**src/rtl/isc_pkg.sv**
```systemverilog
package isc_pkg;

    // Kind of register access decoded from a write
    typedef enum logic [1:0] {
        ACC_NONE  = 2'd0,
        ACC_RAISE = 2'd1,
        ACC_ACK   = 2'd2,
        ACC_OTHER = 2'd3
    } acc_kind_e;

    // Default register offsets
    localparam int unsigned OFS_STATUS = 'h24;
    localparam int unsigned OFS_RAISE  = 'h60;
    localparam int unsigned OFS_ACK    = 'h64;

endpackage

```
**src/rtl/isc_regdec.sv**
```systemverilog
module isc_regdec
    import isc_pkg::*;
#(
    parameter int unsigned ADDR_W    = 8,
    parameter int unsigned DATA_W    = 32,
    parameter int unsigned RAISE_OFS = OFS_RAISE,
    parameter int unsigned ACK_OFS   = OFS_ACK
) (
    input  logic              wr_en,
    input  logic [ADDR_W-1:0] wr_addr,
    input  logic [DATA_W-1:0] wr_data,
    output acc_kind_e         acc,
    output logic [DATA_W-1:0] raise_mask,
    output logic [DATA_W-1:0] ack_mask
);

    localparam logic [ADDR_W-1:0] RaiseA = ADDR_W'(RAISE_OFS);
    localparam logic [ADDR_W-1:0] AckA   = ADDR_W'(ACK_OFS);

    always_comb begin
        acc        = ACC_NONE;
        raise_mask = '0;
        ack_mask   = '0;
        if (wr_en) begin
            if (wr_addr == RaiseA) begin
                acc        = ACC_RAISE;
                raise_mask = wr_data;
            end else if (wr_addr == AckA) begin
                acc      = ACC_ACK;
                ack_mask = wr_data;
            end else begin
                acc = ACC_OTHER;
            end
        end
    end

endmodule

```
**src/rtl/isc_hwsrc.sv**
```systemverilog
module isc_hwsrc #(
    parameter int unsigned NSRC   = 2,
    parameter int unsigned DATA_W = 32,
    parameter int unsigned SRC_BIT [NSRC] = '{0, 8}
) (
    input  logic [NSRC-1:0]   done,
    input  logic [NSRC-1:0]   en,
    output logic [DATA_W-1:0] set_mask
);

    logic [NSRC-1:0][DATA_W-1:0] per_src;

    for (genvar g = 0; g < NSRC; g++) begin : g_src
        initial begin
            if (SRC_BIT[g] >= DATA_W)
                $display("isc_hwsrc: source %0d bit %0d out of range", g, SRC_BIT[g]);
        end
        always_comb begin
            per_src[g] = '0;
            per_src[g][SRC_BIT[g] % DATA_W] = done[g] & en[g];
        end
    end

    always_comb begin
        set_mask = '0;
        for (int i = 0; i < NSRC; i++) set_mask |= per_src[i];
    end

endmodule

```
**src/rtl/isc_status.sv**
```systemverilog
module isc_status
    import isc_pkg::*;
#(
    parameter int unsigned DATA_W = 32
) (
    input  logic              clk,
    input  logic              rst_n,
    input  acc_kind_e         acc,
    input  logic [DATA_W-1:0] raise_mask,
    input  logic [DATA_W-1:0] ack_mask,
    input  logic [DATA_W-1:0] set_mask,
    output logic [DATA_W-1:0] status,
    output logic              irq
);

    typedef struct packed {
        logic [DATA_W-1:0] word;
        logic              line;
    } st_t;

    st_t st_d, st_q;

    always_comb begin
        st_d = st_q;
        // set sources win over acknowledge on the same bit
        st_d.word = (st_q.word & ~(ack_mask & ~set_mask)) | raise_mask | set_mask;
        st_d.line = |st_d.word;
    end

    always_ff @(posedge clk or negedge rst_n) begin
        if (!rst_n) st_q <= '0;
        else        st_q <= st_d;
    end

    assign status = st_q.word;
    assign irq    = st_q.line;

    assert_raise_sets_R2: assert property (@(posedge clk) disable iff (!rst_n)
        (acc == ACC_RAISE) |=> ((status & $past(raise_mask)) == $past(raise_mask)));

    assert_ack_clears_R3: assert property (@(posedge clk) disable iff (!rst_n)
        (acc == ACC_ACK) |=> ((status & $past(ack_mask & ~set_mask)) == '0));

    assert_no_spurious_R6: assert property (@(posedge clk) disable iff (!rst_n)
        (acc != ACC_RAISE && set_mask == '0) |=> ((status & ~$past(status)) == '0));

    assert_set_wins_R9: assert property (@(posedge clk) disable iff (!rst_n)
        (set_mask != '0) |=> ((status & $past(set_mask)) == $past(set_mask)));

endmodule

```
**src/rtl/irq_status_ctrl.sv**
```systemverilog
module irq_status_ctrl
    import isc_pkg::*;
#(
    parameter int unsigned ADDR_W     = 8,
    parameter int unsigned DATA_W     = 32,
    parameter int unsigned NSRC       = 2,
    parameter int unsigned SRC_BIT [NSRC] = '{0, 8},
    parameter int unsigned STATUS_OFS = OFS_STATUS,
    parameter int unsigned RAISE_OFS  = OFS_RAISE,
    parameter int unsigned ACK_OFS    = OFS_ACK
) (
    input  logic              clk,
    input  logic              rst_n,
    input  logic              wr_en,
    input  logic [ADDR_W-1:0] wr_addr,
    input  logic [DATA_W-1:0] wr_data,
    input  logic [ADDR_W-1:0] rd_addr,
    output logic [DATA_W-1:0] rd_data,
    input  logic [NSRC-1:0]   src_done_i,
    input  logic [NSRC-1:0]   src_irq_en_i,
    output logic              irq_o
);

    localparam logic [ADDR_W-1:0] StatA = ADDR_W'(STATUS_OFS);

    acc_kind_e         acc;
    logic [DATA_W-1:0] raise_mask, ack_mask, set_mask, status;

    isc_regdec #(
        .ADDR_W(ADDR_W), .DATA_W(DATA_W),
        .RAISE_OFS(RAISE_OFS), .ACK_OFS(ACK_OFS)
    ) u_dec (
        .wr_en(wr_en), .wr_addr(wr_addr), .wr_data(wr_data),
        .acc(acc), .raise_mask(raise_mask), .ack_mask(ack_mask)
    );

    isc_hwsrc #(
        .NSRC(NSRC), .DATA_W(DATA_W), .SRC_BIT(SRC_BIT)
    ) u_src (
        .done(src_done_i), .en(src_irq_en_i), .set_mask(set_mask)
    );

    isc_status #(.DATA_W(DATA_W)) u_st (
        .clk(clk), .rst_n(rst_n), .acc(acc),
        .raise_mask(raise_mask), .ack_mask(ack_mask), .set_mask(set_mask),
        .status(status), .irq(irq_o)
    );

    always_comb begin
        rd_data = '0;
        if (rd_addr == StatA) rd_data = status;
    end

    assert_irq_level_R5: assert property (@(posedge clk) disable iff (!rst_n)
        (rd_addr == StatA) |-> (irq_o == (|rd_data)));

endmodule

```
**config.mk**
```make
export PLATFORM = sky130hd
export DESIGN_NAME = irq_status_ctrl
export DESIGN_NICKNAME = d
export VERILOG_FILES = /design/src/rtl/isc_pkg.sv /design/src/rtl/isc_regdec.sv /design/src/rtl/isc_hwsrc.sv /design/src/rtl/isc_status.sv /design/src/rtl/irq_status_ctrl.sv
export SDC_FILE = /design/constraint.sdc
export NUM_CORES = 1
export LEC_CHECK = 0
export ABC_AREA = 1
export BUFFER_PORTS_ARGS = -buffer_cell sky130_fd_sc_hd__buf_2
export CORE_UTILIZATION = 53
export DETAILED_ROUTE_END_ITERATION = 6
export GPL_TIMING_DRIVEN = 0
export PLACE_DENSITY = 0.86
export SYNTH_ARGS = -nofsm -noshare
export SYNTH_HDL_FRONTEND = slang
export SYNTH_SLANG_ARGS = --single-unit
```
**constraint.sdc**
```tcl
create_clock -name clk -period 2.5 [get_ports clk]
set_input_delay 0.125 -clock clk [delete_from_list [all_inputs] [get_ports clk]]
set_output_delay 0.125 -clock clk [all_outputs]
set_load 0.05 [all_outputs]
```
==> results of run 1 <==
-- worst paths after layout --
| path | start | depth (start not counted) | to |
|---|---|---|---|
| worst max-delay path | rd_addr[1] | 6 | rd_data[6] |
| worst min-delay path | wr_data[20] | 3 | u_st.status[20] |
| worst max register to register | u_st.status[8] | 8 | u_st.irq |
| worst min register to register | u_st.status[31] | 2 | u_st.status[31] |
| max in group asynchronous | rst_n | 2 | u_st.status[0] |
| min in group asynchronous | rst_n | 2 | u_st.status[12] |
-- kinds of logic after synthesis --
logic type      Yosys count
compound gates           10
flops                    33
simple gates            223
buf+inv                  78
-- placed cells by master (no fill, tap or decap) --
cell type | synthesis | layout
buf_2 | 4 | 90
buf_4 | 4 | 4
buf_6 | 6 | 6
clkbuf_1 | 3 | 4
clkbuf_8 | 0 | 5
clkinv_1 | 3 | 3
clkinv_2 | 0 | 2
dfrtp_1 | 33 | 33
dlygate4sd3_1 | 0 | 1
inv_1 | 43 | 43
inv_2 | 15 | 15
nand2_1 | 96 | 96
nand2_2 | 15 | 15
nand3_1 | 32 | 32
nand3_2 | 1 | 1
nand3b_1 | 18 | 18
nand3b_2 | 1 | 1
nand4_1 | 8 | 8
nor2_1 | 45 | 45
nor2_2 | 2 | 2
nor2_4 | 3 | 3
nor4_1 | 2 | 2
o21ai_1 | 8 | 8
o21ai_2 | 2 | 2
-- where the power goes --
part           internal, mW  switching (mW)  leakage, nW
clock network         0.193           0.204       0.0450
registers             0.557          0.0128        0.440
logic                0.0831           0.118         1.12
total                 0.833           0.335         1.61
-- registers in the layout, indices dropped and copies added (netlist names) --
signal,cells
u_st.irq,1
u_st.status,32
-- worst min-delay path, delay by kind of cell --
| family | cells | cell delay (ns) |
|---|---|---|
| buffers and inverters | 1 | 0.09 |
| AND/OR/NAND/NOR | 2 | 0.17 |
-- layer usage --
metal / GRT usage, % / up-vias
li1: - / 1243
met1: 35.6 / 1093
met2: 44.1 / 120
met3: 4.22 / 12
met4: 12.5 / 0
met5: 0 / -
-- metrics by stage --
stage / instance area (µm²) / total power [mW]
floorplan: 2290 / 0.691
global placement: 2780 / 0.774
detailed placement: 2780 / 0.779
CTS: 2880 / 1.17
global route: 2880 / 1.21
finish: 2880 / 1.17
-- area by class of cell --
class | instances | area (µm²) | area share, %
clock buffers | 6 | 72.6 | 2.52
repair buffers | 87 | 440 | 15.3
clock inverters | 2 | 10.0 | 0.348
inverters | 61 | 229 | 7.96
plain buffers | 17 | 129 | 4.48
flip-flops and latches | 33 | 826 | 28.7
multi-input cells | 233 | 1110 | 38.5
well taps | 50 | 62.6 | 2.18
==> impl_metrics.json, run 1 <==
{
  "outcome": "finished, final reports clean",
  "syn-cell-area_um2": 2290,
  "worst_slack_ns": 0.901,
  "place.gp.congestion": 0.864,
  "slew_viol_final": 0,
  "initial_core_util_pct": 56.0,
  "r2r_slack_ns": 1.38,
  "async_reset_ff_share_pct": 100,
  "yosysTopAreaCell": "dfrtp_1",
  "worst_clock_skew_ns": 0.00810,
  "viasPerCell": 5.05,
  "cts.path.max_buffers": 2,
  "irDropWorstVdd_mv": 0.338,
  "grt_antenna_before_repair": 0,
  "cp_top_family": "buffers and inverters",
  "synth-edff-count": 0,
  "synth.most_common_cell": "nand2_1",
  "cts.clk_slew.worst_paths_ns": 0.07,
  "finalHoldViolCount": 0,
  "synthSimpleGateAreaFrac_pct": 45.8,
  "num_antenna_cells": 0,
  "synthMuxAreaShare_pct": 0,
  "crit_top_cell": "buf_2",
  "synth_top_cell_area_share_pct": 36.1,
  "die_w_um": 67.7,
  "ys_ff_latch": 33,
  "slew_headroom_pct": 49.2,
  "rows": 23,
  "min_period_over_period_pct": 64.0,
  "crit_type": "in2out",
  "die_h_um": 67.7,
  "route.detailed.drc": 0,
  "path_buf_inv": 3,
  "dp_hpwl_mm": 4.32,
  "clockRootBuffer": "clkbuf_8",
  "dieArea_um2": 4590,
  "whs_ns": 0.116,
  "htreeDepth": 2,
  "ys_top_cells_by_count": "nand2_1 (96), nor2_1 (45), inv_1 (43)",
  "crit_path_max_incr_delay_ns": 0.30,
  "fillCellCount": 341,
  "synth_flop_cell": "dfrtp_1",
  "rsz0062_at_grt": "false",
  "synth_xor_area_share_pct": 0,
  "tns_ns": 0,
  "max_freq_mhz": 625,
  "powerDensity_nw_per_um2": 406,
  "tritoncts": "yes",
  "cp_max_fo": 10,
  "placement.io_buffers": 86,
  "met1Wirelength_mm": 2.43,
  "syn-num-nets": 399,
  "syn_area_per_cell_um2": 6.66,
  "io_pins": 88,
  "top_layer_used": "met4",
  "end_kind": "primary output",
  "synthTopCellsByArea": "dfrtp_1 (36%), nand2_1 (16%), nor2_1 (7.4%), inv_1 (7.0%), nand3_1 (7.0%)",
  "postRouteAntennaNets": 0,
  "p_leak_nw": 1.61,
  "layout.nets": 493,
  "drive_gt1_share_pct": 33.3,
  "holdBufCountCts": 1,
  "critical_path_arrival_ns": 1.47,
  "num_vias": 2468,
  "cp-start-kind": "input pin",
  "drt-pass1-iter-count": 5,
  "gr-total-overflow": 0,
  "syn_to_final_growth_pct": 25.6,
  "synth_top_family_by_area": "simple AND/OR/NAND/NOR gates",
  "final_util_pct": 70.4,
  "hp-class": "in2reg",
  "synth_fa_ha_area_share_pct": 0,
  "grt_usage_pct": 27.3,
  "drtIter0Drc": 227,
  "avgRoutedWirePerCell_um": 12.0,
  "grt_pass1_wl_mm": 9.12,
  "yosysWarnings": 0,
  "grt_pass1_vias": 2083,
  "wl_met2_mm": 2.80,
  "slowest_stage": "clkbuf_1",
  "setup_viol": 0,
  "core-area_um2": 4090,
  "numCtsBuffers": 5,
  "worstSkewPairLatency_ns": 0.29,
  "ys_seq_area_share_pct": 36.1,
  "crit_chain": "buf_2, nor4_1, nand2_1, clkbuf_1, nor2_1, buf_2",
  "syn_inst": 344,
  "synth_compound_area_share_pct": 2.51,
  "cts.sinks": 33,
  "cts_resized": 0,
  "min_period_ns": 1.60,
  "routed_wl_mm": 5.84,
  "numPlacedInstances": 480,
  "grt_start_max_net_pins": 34,
  "critPathRequiredTime_ns": 2.38,
  "dp_slack_ns": 0.924,
  "cap_violations": 0,
  "postCtsSetupBuffers": 0,
  "worst_slew_pin_slew_ns": 0.762,
  "final_cells": 489,
  "synth.distinct_cells": 21,
  "dr_wl_met3_um": 503
}
(Power assumes the default switching activity.)
==> run 2: changes to the inputs <==
- CORE_UTILIZATION: 53 -> 45
- PLACE_DENSITY: 0.86 -> 0.77
- clock period: 2.5 -> 1.35 ns (I/O delays scaled with it)
==> impl_metrics.json, run 2 (same netlist as run 1, synthesis figures left out) <==
{
  "critPathRequiredTime_ns": 1.28,
  "initial_core_util_pct": 47.5,
  "dieArea_um2": 5380,
  "drtIter0Drc": 181,
  "powerDensity_nw_per_um2": 752,
  "placed_area_um2": 2800,
  "dp_hpwl_mm": 4.48,
  "gr-total-overflow": 0,
  "irDropWorstVdd_mv": 0.556,
  "numCtsBuffers": 5,
  "design_area_um2": 3020,
  "core-area_um2": 4820,
  "min_period_over_period_pct": 94.7,
  "crit_type": "in2out",
  "grt_start_max_net_pins": 34,
  "final_util_pct": 62.6,
  "drive_gt1_share_pct": 35.0,
  "finalHoldViolCount": 0,
  "critical_path_arrival_ns": 1.21,
  "slowest_stage": "nor4_1",
  "place.gp.congestion": 0.874,
  "crit_path_max_incr_delay_ns": 0.27,
  "die_w_um": 73.3,
  "cp-start-kind": "input pin",
  "max_freq_mhz": 782,
  "viasPerCell": 4.82,
  "syn_to_final_growth_pct": 31.7,
  "die_h_um": 73.3,
  "r2r_slack_ns": 0.23,
  "worst_slew_pin_slew_ns": 0.720,
  "p_leak_nw": 1.66,
  "worst_clock_skew_ns": 0.00531,
  "routed_wl_mm": 6.06,
  "hold_end": "u_st.status[19]",
  "rows": 25,
  "grt_antenna_before_repair": 0,
  "path_buf_inv": 3,
  "slew_viol_final": 0,
  "cts.clk_slew.worst_paths_ns": 0.07,
  "io_pins": 88,
  "grt_pass1_wl_mm": 9.38,
  "layout_commonest_cell": "nand2_1",
  "num_vias": 2459,
  "worst_slack_ns": 0.0714,
  "cp_max_fo": 10,
  "outcome": "finished, final reports clean",
  "hold_depth": 3,
  "min_period_ns": 1.28,
  "crit_chain": "buf_2, nor4_1, nand2_1, buf_2, nor2_1, buf_2",
  "htreeDepth": 2,
  "drt-pass1-iter-count": 4,
  "layout.nets": 497,
  "placement.io_buffers": 86,
  "tritoncts": "yes",
  "cap_violations": 0,
  "dp_slack_ns": -0.122,
  "r2r_cells": 8,
  "setup_viol": 0,
  "num_antenna_cells": 0,
  "hp-class": "in2reg",
  "crit_top_cell": "buf_2",
  "worstSkewPairLatency_ns": 0.29,
  "worstHoldStart": "wr_data[19]",
  "grt_usage_pct": 23.3,
  "grt_pass1_vias": 2156,
  "route.detailed.drc": 0,
  "postRouteAntennaNets": 0,
  "final_cell_mix": "nand2_1 (96), buf_2 (82), nor2_1 (44)",
  "cp_top_family": "buffers and inverters",
  "cts.path.max_buffers": 2,
  "slew_headroom_pct": 52.0,
  "cts.sinks": 33,
  "largest_reg_flops": 32,
  "r2r-end": "u_st.irq",
  "reg2reg_from": "u_st.status[0]",
  "clockRootBuffer": "clkbuf_8",
  "end_kind": "primary output",
  "avgRoutedWirePerCell_um": 11.9
}
run 2: repair_timing:
action / CTS / global route
resized for setup: 5 / 16
pin swaps: 0 / 2
cloned: 0 / 2
setup buffers: 0 / 2
hold buffers: 1 / 0
setup endpoints to repair: 20 / 30
endpoints found under the hold margin: 33 / 0
run 2: metrics by stage:
step           power [mW]  instances  TNS (ns)  hold slack [ns]
2_1_floorplan        1.28        344     -1.25           -0.228
3_3_place_gp         1.44        497     -1.28            0.173
3_5_place_dp         1.45        497     -1.17            0.172
4_1_cts              2.27        506         0           0.0557
5_1_grt              2.39        510  -0.00713           0.0602
6_report             2.27        510         0           0.0606
run 2: metal layers:
metal | GRT usage [%] | up-vias | routed length [µm]
met1 | 29.8 | 1123 | 2630
li1 | - | 1245 | -
met3 | 4.94 | 9 | 335
met2 | 39.9 | 82 | 3010
met4 | 6.62 | 0 | 78
met5 | 0 | - | 0
run 2: worst max-delay path by stage:
stage | start | endpoint | slack, ns | depth (start not counted)
finish | rd_addr[1] | rd_data[13] | 0.07 | 6
global route | wr_addr[0] | u_st.irq | -0.007 | 15
CTS | rd_addr[1] | rd_data[25] | 0.004 | 6
detailed placement | rd_addr[1] | rd_data[6] | -0.12 | 6
global placement | rd_addr[1] | rd_data[6] | -0.13 | 6
floorplan | rd_addr[1] | rd_data[10] | -0.04 | 4
run 2: worst register-to-register path: stages (launching register included):
cell     delay [ns]
dfrtp_1        0.39
nand2_1        0.07
inv_1          0.04
nor2_2         0.11
nand2_1        0.06
nor2_1         0.09
nand2_1        0.06
nor2_1         0.11
nand2_1        0.08
run 2: cell type report:
cell class,instances,area (µm²)
clock buffer,7,96.3
multi-input combinational,233,1110
timing repair buffer,91,526
inverter,61,229
fill,490,1800
sequential,33,826
tap,67,83.8
buffer,17,136
clock inverter,1,5.00
run 2: report_power, final:
group	switching [mW]	internal, mW	total (mW)
sequential	0.0235	1.03	1.05
combinational	0.222	0.163	0.385
clock	0.368	0.461	0.829
total	0.614	1.65	2.27
